<file path="config.mk">
export PLATFORM = sky130hd
export DESIGN_NAME = alu_hilo_core
export DESIGN_NICKNAME = d
export VERILOG_FILES = /design/src/rtl/alu_hl_pkg.sv /design/src/rtl/alu_rst_sync.sv /design/src/rtl/alu_shift_unit.sv /design/src/rtl/alu_arith_unit.sv /design/src/rtl/alu_hilo_regs.sv /design/src/rtl/alu_hilo_core.sv
export SDC_FILE = /design/constraint.sdc
export NUM_CORES = 1
export LEC_CHECK = 0
export BUFFER_PORTS_ARGS = -buffer_cell sky130_fd_sc_hd__buf_2
export CELL_PAD_IN_SITES_DETAIL_PLACEMENT = 0
export CELL_PAD_IN_SITES_GLOBAL_PLACEMENT = 1
export CORE_AREA = 3 3 202 204
export DETAILED_ROUTE_END_ITERATION = 8
export DIE_AREA = 0 0 205 207
export GPL_TIMING_DRIVEN = 1
export PLACE_DENSITY_LB_ADDON = 0.1
export SYNTH_ARGS = -nofsm -noshare
export SYNTH_HDL_FRONTEND = slang
export SYNTH_SLANG_ARGS = --single-unit
</file>
<file path="constraint.sdc">
create_clock -name clk -period 6 [get_ports clk]
set_input_delay 1.8 -clock clk [delete_from_list [all_inputs] [get_ports clk]]
set_output_delay 1.8 -clock clk [all_outputs]
set_load 0.05 [all_outputs]
</file>
<file path="src/rtl/alu_hl_pkg.sv">
`timescale 1ns/1ps
package alu_hl_pkg;
  localparam int FN_W = 6;

  // Shift group
  localparam logic [FN_W-1:0] FN_SLL  = 6'd0;
  localparam logic [FN_W-1:0] FN_SRL  = 6'd2;
  localparam logic [FN_W-1:0] FN_SRA  = 6'd3;
  localparam logic [FN_W-1:0] FN_SLLV = 6'd4;
  localparam logic [FN_W-1:0] FN_SRLV = 6'd6;
  localparam logic [FN_W-1:0] FN_SRAV = 6'd7;
  // HI/LO moves
  localparam logic [FN_W-1:0] FN_MFHI = 6'd16;
  localparam logic [FN_W-1:0] FN_MTHI = 6'd17;
  localparam logic [FN_W-1:0] FN_MFLO = 6'd18;
  localparam logic [FN_W-1:0] FN_MTLO = 6'd19;
  // Arithmetic and logic
  localparam logic [FN_W-1:0] FN_ADD  = 6'd32;
  localparam logic [FN_W-1:0] FN_ADDU = 6'd33;
  localparam logic [FN_W-1:0] FN_SUB  = 6'd34;
  localparam logic [FN_W-1:0] FN_SUBU = 6'd35;
  localparam logic [FN_W-1:0] FN_AND  = 6'd36;
  localparam logic [FN_W-1:0] FN_OR   = 6'd37;
  localparam logic [FN_W-1:0] FN_XOR  = 6'd38;
  localparam logic [FN_W-1:0] FN_NOR  = 6'd39;
  localparam logic [FN_W-1:0] FN_SLT  = 6'd42;
  localparam logic [FN_W-1:0] FN_SLTU = 6'd43;
endpackage

</file>
<file path="src/rtl/alu_rst_sync.sv">
`timescale 1ns/1ps
module alu_rst_sync #(
  parameter int STAGES = 2
) (
  input  logic clk,
  input  logic rst_n,
  output logic rst_n_sync
);
  logic [STAGES-1:0] sync_q;
  logic [STAGES-1:0] sync_d;

  always_comb sync_d = {sync_q[STAGES-2:0], 1'b1};

  always_ff @(posedge clk or negedge rst_n) begin
    if (!rst_n) sync_q <= '0;
    else        sync_q <= sync_d;
  end

  assign rst_n_sync = sync_q[STAGES-1];
endmodule

</file>
<file path="src/rtl/alu_shift_unit.sv">
`timescale 1ns/1ps
module alu_shift_unit
  import alu_hl_pkg::*;
#(
  parameter int DATA_W  = 32,
  parameter int SHAMT_W = $clog2(DATA_W)
) (
  input  logic [FN_W-1:0]    fn,
  input  logic [DATA_W-1:0]  amt_src,
  input  logic [DATA_W-1:0]  val,
  input  logic [SHAMT_W-1:0] shamt,
  output logic [DATA_W-1:0]  out,
  output logic               hit
);
  logic [SHAMT_W-1:0] amt;
  logic               var_form;

  // Bit 2 of the code selects the variable-amount form
  always_comb begin
    var_form = fn[2];
    amt      = var_form ? amt_src[SHAMT_W-1:0] : shamt;
  end

  always_comb begin
    hit = 1'b1;
    out = '0;
    case (fn)
      FN_SLL, FN_SLLV: out = val << amt;
      FN_SRL, FN_SRLV: out = val >> amt;
      FN_SRA, FN_SRAV: out = DATA_W'($signed(val) >>> amt);
      default:         hit = 1'b0;
    endcase
  end
endmodule

</file>
<file path="src/rtl/alu_arith_unit.sv">
`timescale 1ns/1ps
module alu_arith_unit
  import alu_hl_pkg::*;
#(
  parameter int DATA_W = 32
) (
  input  logic [FN_W-1:0]   fn,
  input  logic [DATA_W-1:0] a,
  input  logic [DATA_W-1:0] b,
  output logic [DATA_W-1:0] out,
  output logic              ovf,
  output logic              hit
);
  localparam int MSB = DATA_W - 1;

  logic [DATA_W-1:0] sum, diff;
  logic              ovf_add, ovf_sub, lt_s, lt_u;

  always_comb begin
    sum     = a + b;
    diff    = a - b;
    ovf_add = (a[MSB] == b[MSB]) && (sum[MSB]  != a[MSB]);
    ovf_sub = (a[MSB] != b[MSB]) && (diff[MSB] != a[MSB]);
    lt_s    = $signed(a) < $signed(b);
    lt_u    = a < b;
  end

  always_comb begin
    hit = 1'b1;
    ovf = 1'b0;
    out = '0;
    case (fn)
      FN_ADD:  begin out = sum;  ovf = ovf_add; end
      FN_ADDU: out = sum;
      FN_SUB:  begin out = diff; ovf = ovf_sub; end
      FN_SUBU: out = diff;
      FN_AND:  out = a & b;
      FN_OR:   out = a | b;
      FN_XOR:  out = a ^ b;
      FN_NOR:  out = ~(a | b);
      FN_SLT:  out = {{(DATA_W-1){1'b0}}, lt_s};
      FN_SLTU: out = {{(DATA_W-1){1'b0}}, lt_u};
      default: hit = 1'b0;
    endcase
  end
endmodule

</file>
<file path="src/rtl/alu_hilo_regs.sv">
`timescale 1ns/1ps
module alu_hilo_regs #(
  parameter int DATA_W = 32
) (
  input  logic              clk,
  input  logic              rst_n,
  input  logic              we_hi,
  input  logic              we_lo,
  input  logic [DATA_W-1:0] din,
  output logic [DATA_W-1:0] hi,
  output logic [DATA_W-1:0] lo
);
  logic [DATA_W-1:0] hi_q, lo_q, hi_nxt, lo_nxt;

  always_comb begin
    hi_nxt = hi_q;
    lo_nxt = lo_q;
    if (we_hi) hi_nxt = din;
    if (we_lo) lo_nxt = din;
  end

  always_ff @(posedge clk or negedge rst_n) begin
    if (!rst_n)     hi_q <= '0;
    else if (we_hi) hi_q <= hi_nxt;
  end

  always_ff @(posedge clk or negedge rst_n) begin
    if (!rst_n)     lo_q <= '0;
    else if (we_lo) lo_q <= lo_nxt;
  end

  assign hi = hi_q;
  assign lo = lo_q;

  AST_HI_HOLD: assert property (@(posedge clk) disable iff (!rst_n)
    !we_hi |=> $stable(hi_q));
  AST_LO_HOLD: assert property (@(posedge clk) disable iff (!rst_n)
    !we_lo |=> $stable(lo_q));
  AST_HI_LOAD: assert property (@(posedge clk) disable iff (!rst_n)
    we_hi |=> hi_q == $past(din));
  AST_LO_LOAD: assert property (@(posedge clk) disable iff (!rst_n)
    we_lo |=> lo_q == $past(din));
endmodule

</file>
<file path="src/rtl/alu_hilo_core.sv">
`timescale 1ns/1ps
module alu_hilo_core
  import alu_hl_pkg::*;
#(
  parameter int DATA_W  = 32,
  parameter int SHAMT_W = $clog2(DATA_W)
) (
  input  logic               clk,
  input  logic               rst_n,
  input  logic               exec_vld,
  input  logic [FN_W-1:0]    op_code,
  input  logic [DATA_W-1:0]  src_a,
  input  logic [DATA_W-1:0]  src_b,
  input  logic [SHAMT_W-1:0] shamt,
  output logic [DATA_W-1:0]  result,
  output logic               ovf_trap,
  output logic               illegal_op,
  output logic [DATA_W-1:0]  hi_val,
  output logic [DATA_W-1:0]  lo_val
);
  logic              rst_n_s;
  logic [DATA_W-1:0] sh_out, ar_out, hi_q, lo_q;
  logic              sh_hit, ar_hit, ar_ovf;
  logic              we_hi, we_lo;

  alu_rst_sync #(.STAGES(2)) u_rst (
    .clk(clk), .rst_n(rst_n), .rst_n_sync(rst_n_s)
  );

  alu_shift_unit #(.DATA_W(DATA_W), .SHAMT_W(SHAMT_W)) u_shift (
    .fn(op_code), .amt_src(src_a), .val(src_b), .shamt(shamt),
    .out(sh_out), .hit(sh_hit)
  );

  alu_arith_unit #(.DATA_W(DATA_W)) u_arith (
    .fn(op_code), .a(src_a), .b(src_b),
    .out(ar_out), .ovf(ar_ovf), .hit(ar_hit)
  );

  always_comb begin
    we_hi = exec_vld && (op_code == FN_MTHI);
    we_lo = exec_vld && (op_code == FN_MTLO);
  end

  alu_hilo_regs #(.DATA_W(DATA_W)) u_hilo (
    .clk(clk), .rst_n(rst_n_s), .we_hi(we_hi), .we_lo(we_lo),
    .din(src_a), .hi(hi_q), .lo(lo_q)
  );

  always_comb begin
    result     = '0;
    illegal_op = 1'b0;
    ovf_trap   = 1'b0;
    if (sh_hit) begin
      result = sh_out;
    end else if (ar_hit) begin
      ovf_trap = ar_ovf;
      result   = ar_ovf ? '0 : ar_out;
    end else begin
      case (op_code)
        FN_MFHI:          result = hi_q;
        FN_MFLO:          result = lo_q;
        FN_MTHI, FN_MTLO: result = '0;
        default:          illegal_op = 1'b1;
      endcase
    end
  end

  assign hi_val = hi_q;
  assign lo_val = lo_q;

  AST_TRAP_ZERO: assert property (@(posedge clk) disable iff (!rst_n_s)
    ovf_trap |-> result == '0);
  AST_UNSIGNED_NO_TRAP: assert property (@(posedge clk) disable iff (!rst_n_s)
    (op_code == FN_ADDU || op_code == FN_SUBU) |-> !ovf_trap);
  AST_SET_ONE_BIT: assert property (@(posedge clk) disable iff (!rst_n_s)
    (op_code == FN_SLT || op_code == FN_SLTU) |-> $countones(result) <= 1 && !result[DATA_W-1:1]);
  AST_ILLEGAL_ZERO: assert property (@(posedge clk) disable iff (!rst_n_s)
    illegal_op |-> result == '0 && !ovf_trap);
  AST_TRAP_KEEPS_PAIR: assert property (@(posedge clk) disable iff (!rst_n_s)
    ovf_trap |=> $stable(hi_q) && $stable(lo_q));
  AST_MOVE_TO_ZERO: assert property (@(posedge clk) disable iff (!rst_n_s)
    (we_hi || we_lo) |-> result == '0);
endmodule

</file>
# Yosys cells after proc, flatten, opt, wreduce, memory -nomap -nowiden
# Cells that the tools add are included.
# W data, S select, Z words.
[classes] add_sub_neg=2 n_lt_le_gt_ge=2 eq_ne=23 shift=3 muxes=15 bitwise_logic=4 n_reduce_logical=13
[ops] cell="$pmux W32 S8" count=1
[ops] cell="$mux W32" count=3
[ops] cell="$pmux W32 S3" count=1
[ops] cell="$lt A32 B32 Y1" count=2
[ops] cell="$pmux W32 S2" count=1
[ops] cell="$eq A6 B6 Y1 const B" count=10
[ops] cell="$add A32 B32 Y32" count=1
[ops] cell="$and A32 B32 Y32" count=1
[ops] cell="$not A32 Y32" count=1
[ops] cell="$or A32 B32 Y32" count=1
[ops] cell="$shl A32 B5 Y32" count=1
[ops] cell="$shr A32 B5 Y32" count=1
[ops] cell="$sshr A32 B5 Y32" count=1
[ops] cell="$sub A32 B32 Y32" count=1
[ops] cell="$xor A32 B32 Y32" count=1
[ops] cell="$eq A6 B5 Y1 const B" count=4
[ops] cell="$eq A6 B3 Y1 const B" count=3
[ops] cell="$eq A6 B2 Y1 const B" count=2
[ops] cell="$reduce_or A10 Y1" count=1
[ops] cell="$reduce_or A2 Y1" count=5
[ops] cell="$mux W1" count=7
[ops] cell="$logic_not A6 Y1" count=1
[ops] cell="$reduce_or A6 Y1" count=1
[ops] cell="$mux W5" count=1
[ops] cell="5 further kinds" count=10
[word_totals] reg_bits=66 input_bits=78 out_inout_bits=98 elab_cells=65

# Logic depth before layout (Yosys ltp)
[logic_depth] depth_word=7 mapped_depth=14 mapped_depth_nobuf=13

# Hierarchy
# From an unflattened synthesis, not the netlist that was laid out.
[hier_totals] hier_cells=1732 area_unflattened_um2=14098.5
[modules_own_cells] module="alu_arith_unit" instances=1 cells_per_inst=834 area_per_inst_um2=5545.3 seq_area_each_um2=0.0
[modules_own_cells] module="alu_shift_unit" instances=1 cells_per_inst=602 area_per_inst_um2=4598.2 seq_area_each_um2=0.0
[modules_own_cells] module="alu_hilo_regs" instances=1 cells_per_inst=136 area_per_inst_um2=2690.1 seq_area_each_um2=1601.5
[modules_own_cells] module="alu_hilo_core" instances=1 cells_per_inst=157 area_per_inst_um2=1211.2 seq_area_each_um2=0.0
[modules_own_cells] module="alu_rst_sync" instances=1 cells_per_inst=3 area_per_inst_um2=53.8 seq_area_each_um2=50.0

# Least setup slack after synthesis
# Ideal clock, no wire load.
[synth_timing] path_kind="input -> output" startpoint="input port src_a[21]" endpoint="output port result[14]" t_arrival_ns=5.307 t_required_ns=4.200 slack_ns=-1.107 path_stages=12 path_buffers=1 path_cell_list="inv_1 > ha_1 > clkbuf_1 > nor4_1 > and2_1 > nand2_1 > a21o_1 > nand2_1 > mux2_4 > a211oi_4 > inv_1 > o21ai_0"
[synth_between] elab_chain_len=7 word_cells_on_any_way=10 classes_between="add/sub (2); eq/ne (2); mux (4); reduce/logical (2)"
[synth_lines] element="start: declaration" line_no="alu_hilo_core.sv:12" rtl="input logic [DATA_W-1:0] src_a,"
[synth_lines] element="$sub A32 B32 Y32 or $add A32 B32 Y32 (tied branches)" line_no="alu_arith_unit.sv:21, alu_arith_unit.sv:20"
[synth_lines] element="$ne A1 B1 Y1, on equally long branches" line_no="alu_arith_unit.sv:23, alu_arith_unit.sv:22"
[synth_lines] element="$logic_and A1 B1 Y1, on equally long branches" line_no="alu_arith_unit.sv:23, alu_arith_unit.sv:22"
[synth_lines] element="$pmux W1 S2 *" line_no="alu_arith_unit.sv:32" rtl="case (fn)"
[synth_lines] element="$mux W32 *" line_no="alu_hilo_core.sv:58" rtl="result = ar_ovf ? '0 : ar_out;"
[synth_lines] element="$mux W32 *" line_no="alu_hilo_core.sv:56" rtl="end else if (ar_hit) begin"
[synth_lines] element="$mux W32 *" line_no="alu_hilo_core.sv:54" rtl="if (sh_hit) begin"
[synth_lines] element="end: declaration" line_no="alu_hilo_core.sv:15" rtl="output logic [DATA_W-1:0] result,"
# Every way passes the cells marked *; elsewhere a longest branch is shown, timed or not.

# Worst setup path after layout
[layout_timing] startpoint="input port src_b[1]" endpoint="output port result[21]"
[layout_between] elab_chain_len=7 word_cells_on_any_way=15 classes_between="add/sub (2); eq/ne (2); shift (3); mux (6); reduce/logical (2)"
[layout_lines] element="start: declaration" line_no="alu_hilo_core.sv:13" rtl="input logic [DATA_W-1:0] src_b,"
[layout_lines] element="$sub A32 B32 Y32 or $add A32 B32 Y32 (tied branches)" line_no="alu_arith_unit.sv:21, alu_arith_unit.sv:20"
[layout_lines] element="$ne A1 B1 Y1, on equally long branches" line_no="alu_arith_unit.sv:23, alu_arith_unit.sv:22"
[layout_lines] element="$logic_and A1 B1 Y1, on equally long branches" line_no="alu_arith_unit.sv:23, alu_arith_unit.sv:22"
[layout_lines] element="$pmux W1 S2" line_no="alu_arith_unit.sv:32"
[layout_lines] element="$mux W32" line_no="alu_hilo_core.sv:58"
[layout_lines] element="$mux W32" line_no="alu_hilo_core.sv:56"
[layout_lines] element="$mux W32 *" line_no="alu_hilo_core.sv:54"
# Marks and branches as above.

==> impl_metrics.env <==
export IMPL_portBuffers=175
export IMPL_yosysTopAreaCellShare=0.137
export IMPL_synth_distinct_cells=79
export IMPL_worst_setup_path_start_kind="input port"
export IMPL_ys_seq_elements=66
export IMPL_critPathTopFamily="compound AO/OA/AOI/OAI gates"
export IMPL_yosysTopAreaCell="dfrtp_1"
export IMPL_cpMostUsedCell="buf_6"
export IMPL_synth_warnings=0
export IMPL_cts_root_buf="clkbuf_16"
export IMPL_synth_edf_count=0
export IMPL_finalCriticalPeriod_ns=6.60
export IMPL_finalClockSkew_ns=0.0168
export IMPL_p_sw_frac=0.478
export IMPL_syn_num_nets=1874
export IMPL_synth_most_common_cell="nand2_1"
export IMPL_die_h_um=207
export IMPL_pwr_share_comb=0.654
export IMPL_layout_drive_gt1_share=0.471
export IMPL_areaGrowthSynthToFinish_pct=72.4
export IMPL_place_inst=2906
export IMPL_finalSetupTns_ns=-17.02
export IMPL_core_sq_um=39500
export IMPL_synthCells=1689
export IMPL_end_kind="output port"
export IMPL_violations="setup timing"
export IMPL_seq_area_frac_synth=0.137
export IMPL_insertedDiodeCount=0
export IMPL_powerDensity_nw_per_um2=167
export IMPL_grt_use_total=0.361
export IMPL_cp_max_fo=7
export IMPL_fin_hold_ws_ns=0.107
export IMPL_critical_path_max_stage_delay_ns=0.32
export IMPL_cp_required_ns=4.20
export IMPL_ioPinCount=176
export IMPL_hold_viol=0
export IMPL_outcome="finished, violations left"
export IMPL_fmax_mhz=152
export IMPL_synth_avg_cell_area_sq_um=7.14
export IMPL_hold_class="reg -> async"
export IMPL_power_leakage_nw=9.71
export IMPL_dpl_hpwl_um=65300
export IMPL_finalNetCount=2614
export IMPL_antenna_found_initial=2
export IMPL_max_slew_margin=0.392
export IMPL_rows=73
export IMPL_intPower_mw=1.82
export IMPL_grt_max_degree=65
export IMPL_postLayoutSetupSlackWorst_ns=-0.600
export IMPL_cts_tree="yes"
export IMPL_synthTopCellsByCount="nand2_1, o21ai_0, nor2_1, a21oi_1, ha_1"
export IMPL_drv_cap=0
export IMPL_rsz0062_at_grt="yes"
export IMPL_tightest_slew_ns=0.912
export IMPL_yosys_top_cells_area="dfrtp_1, ha_1, mux2i_1"
export IMPL_slowest_stage="mux2_4"
export IMPL_clockPowerShare=0.182
export IMPL_gp_congestion=1.06
export IMPL_synth_flop_cell="dfrtp_1"
export IMPL_crit_start="src_b[1]"
export IMPL_clkLatencyLatePin_ns=0.39
export IMPL_totalWireLength_um=79300
export IMPL_clk_pin_slew_worst_paths_ns=0.07
export IMPL_wl_per_cell_um=26.8
export IMPL_drt_antenna_violating_nets=0
export IMPL_fillers=3873
export IMPL_seq_power_share=0.164
export IMPL_cts_buffers=9
export IMPL_cts_sinks=66
export IMPL_switchingPower_mw=1.66
export IMPL_critPathBufInv=7
export IMPL_synthArstFlopShare=1.00
export IMPL_slew_violations=0
export IMPL_die_area_sq_um=42400
export IMPL_start_util=0.306
export IMPL_cts_buffer_depth=2
export IMPL_timing_rr_start="u_rst.sync_q[1]$_DFF_PN0_"
export IMPL_cts_htree_levels=3
export IMPL_drt_initial_drc_count=1667
export IMPL_finalSetupViolations=33
export IMPL_fin_cells=2958
export IMPL_drc=0
export IMPL_worst_r2r_cell_count=1
export IMPL_via_count=16700
export IMPL_vdd_drop_max_mv=0.149
export IMPL_gr_total_overflow=0
export IMPL_post_route_util=0.527
export IMPL_chipWidth_um=205
export IMPL_ctsHoldBuffers=0
export IMPL_viasPerCell=5.65
export IMPL_crit_path_cell_trace="buf_8, clkinvlp_4, buf_6, ha_1, o21bai_4, a21oi_4, o311ai_4, a21oi_2, a21o_1, nand2_2, mux2_4, a211oi_4, buf_12, nand2_8, buf_12, buf_6, o221ai_4, buf_6"
export IMPL_path_class="in -> out"
export IMPL_period_share=1.10
export IMPL_grt_pass1_wl_um=113000
export IMPL_crit_cells=18
export IMPL_synth_area_sq_um=12100
export IMPL_grt_pass1_vias=16500
export IMPL_arrival_ns=4.80
export IMPL_drtPass1Iterations=5
power by group through the flow:
stage | Clock [mW] | Sequential (mW) | Combinational, mW
global placement | 0 | 0.573 | 2.04
floorplan | 0 | 0.756 | 0.855
detailed placement | 0 | 0.577 | 2.04
CTS | 0.642 | 0.569 | 2.15
finish | 0.634 | 0.571 | 2.27
global route | 0.660 | 0.576 | 2.40
what timing repair did:
action | 4_1_cts | 5_1_grt
pin swaps | 44 | 60
endpoints found under the setup margin | 33 | 33
setup buffers | 16 | 24
cloned | 0 | 1
gates resized for setup | 213 | 145
final cells by class:
class                      instances  area, sq um  area share
sequential                        66         1650      0.0795
multi-input combinational       1395        11200       0.537
tap                              525          657      0.0316
timing repair buffer             852         6590       0.317
clock inverter                     6         90.1     0.00433
clock buffer                       9          225      0.0108
inverter                         105          414      0.0199
final timing paths:
path,slack (ns),end
min in group clk,0.36,u_rst.sync_q[1]$_DFF_PN0_
max in group asynchronous,4.71,u_rst.sync_q[1]$_DFF_PN0_
worst min register to register,0.11,u_hilo.lo[0]$_DFFE_PN0P_
worst max-delay path,-0.60,result[21]
worst min-delay path,0.11,u_hilo.lo[0]$_DFFE_PN0P_
worst max register to register,4.71,u_hilo.hi[26]$_DFFE_PN0P_
logic make-up after synthesis:
logic type | synth area share
other | 0.000311
AO/OA/AOI/OAI | 0.326
flip-flops | 0.137
AND/OR/NAND/NOR | 0.168
XOR/XNOR | 0.0421
buffers and inverters | 0.0762
multiplexers | 0.138
adder cells (fa/ha/maj) | 0.112
flip-flops by register name, summed over array words and instances (netlist names):
register,cells
u_rst.sync_q,2
u_hilo.hi,32
u_hilo.lo,32
routing by layer:
metal	GRT usage	share of wire	vias to the layer above
met5	0	0.00019	-
met4	0.201	0.068	2
met3	0.0443	0.073	188
met2	0.582	0.45	840
met1	0.466	0.41	8022
li1	-	-	7656
placed cells by master (no fill, tap or decap), types with 11 or more instances in the layout:
master / instances
nor2_1: 144
buf_4: 646
a21o_1: 11
a31oi_1: 19
inv_2: 20
a221oi_1: 14
nand3_1: 24
mux2_2: 36
a22oi_1: 30
buf_12: 19
and3_1: 12
ha_1: 70
o211ai_1: 41
mux2i_1: 81
a21oi_2: 20
o22ai_1: 20
buf_2: 122
o21ai_0: 140
xnor2_1: 54
mux4_2: 11
inv_1: 79
mux2i_2: 11
nor3_1: 16
nand2_1: 208
o21bai_1: 12
a211oi_1: 11
buf_6: 55
dfrtp_1: 65
o21ai_1: 17
a21oi_1: 112
ha_4: 29
through the flow:
stage | setup slack, ns | instance area [sq um] | total power, mW
4_1_cts | -0.653 | 20100 | 3.36
2_1_floorplan | -0.809 | 12600 | 1.61
5_1_grt | -0.692 | 20800 | 3.63
6_report | -0.600 | 20800 | 3.48
3_5_place_dp | -1.15 | 18700 | 2.62
3_3_place_gp | -1.02 | 18700 | 2.61
No activity file was read; power rests on OpenSTA's default activity.
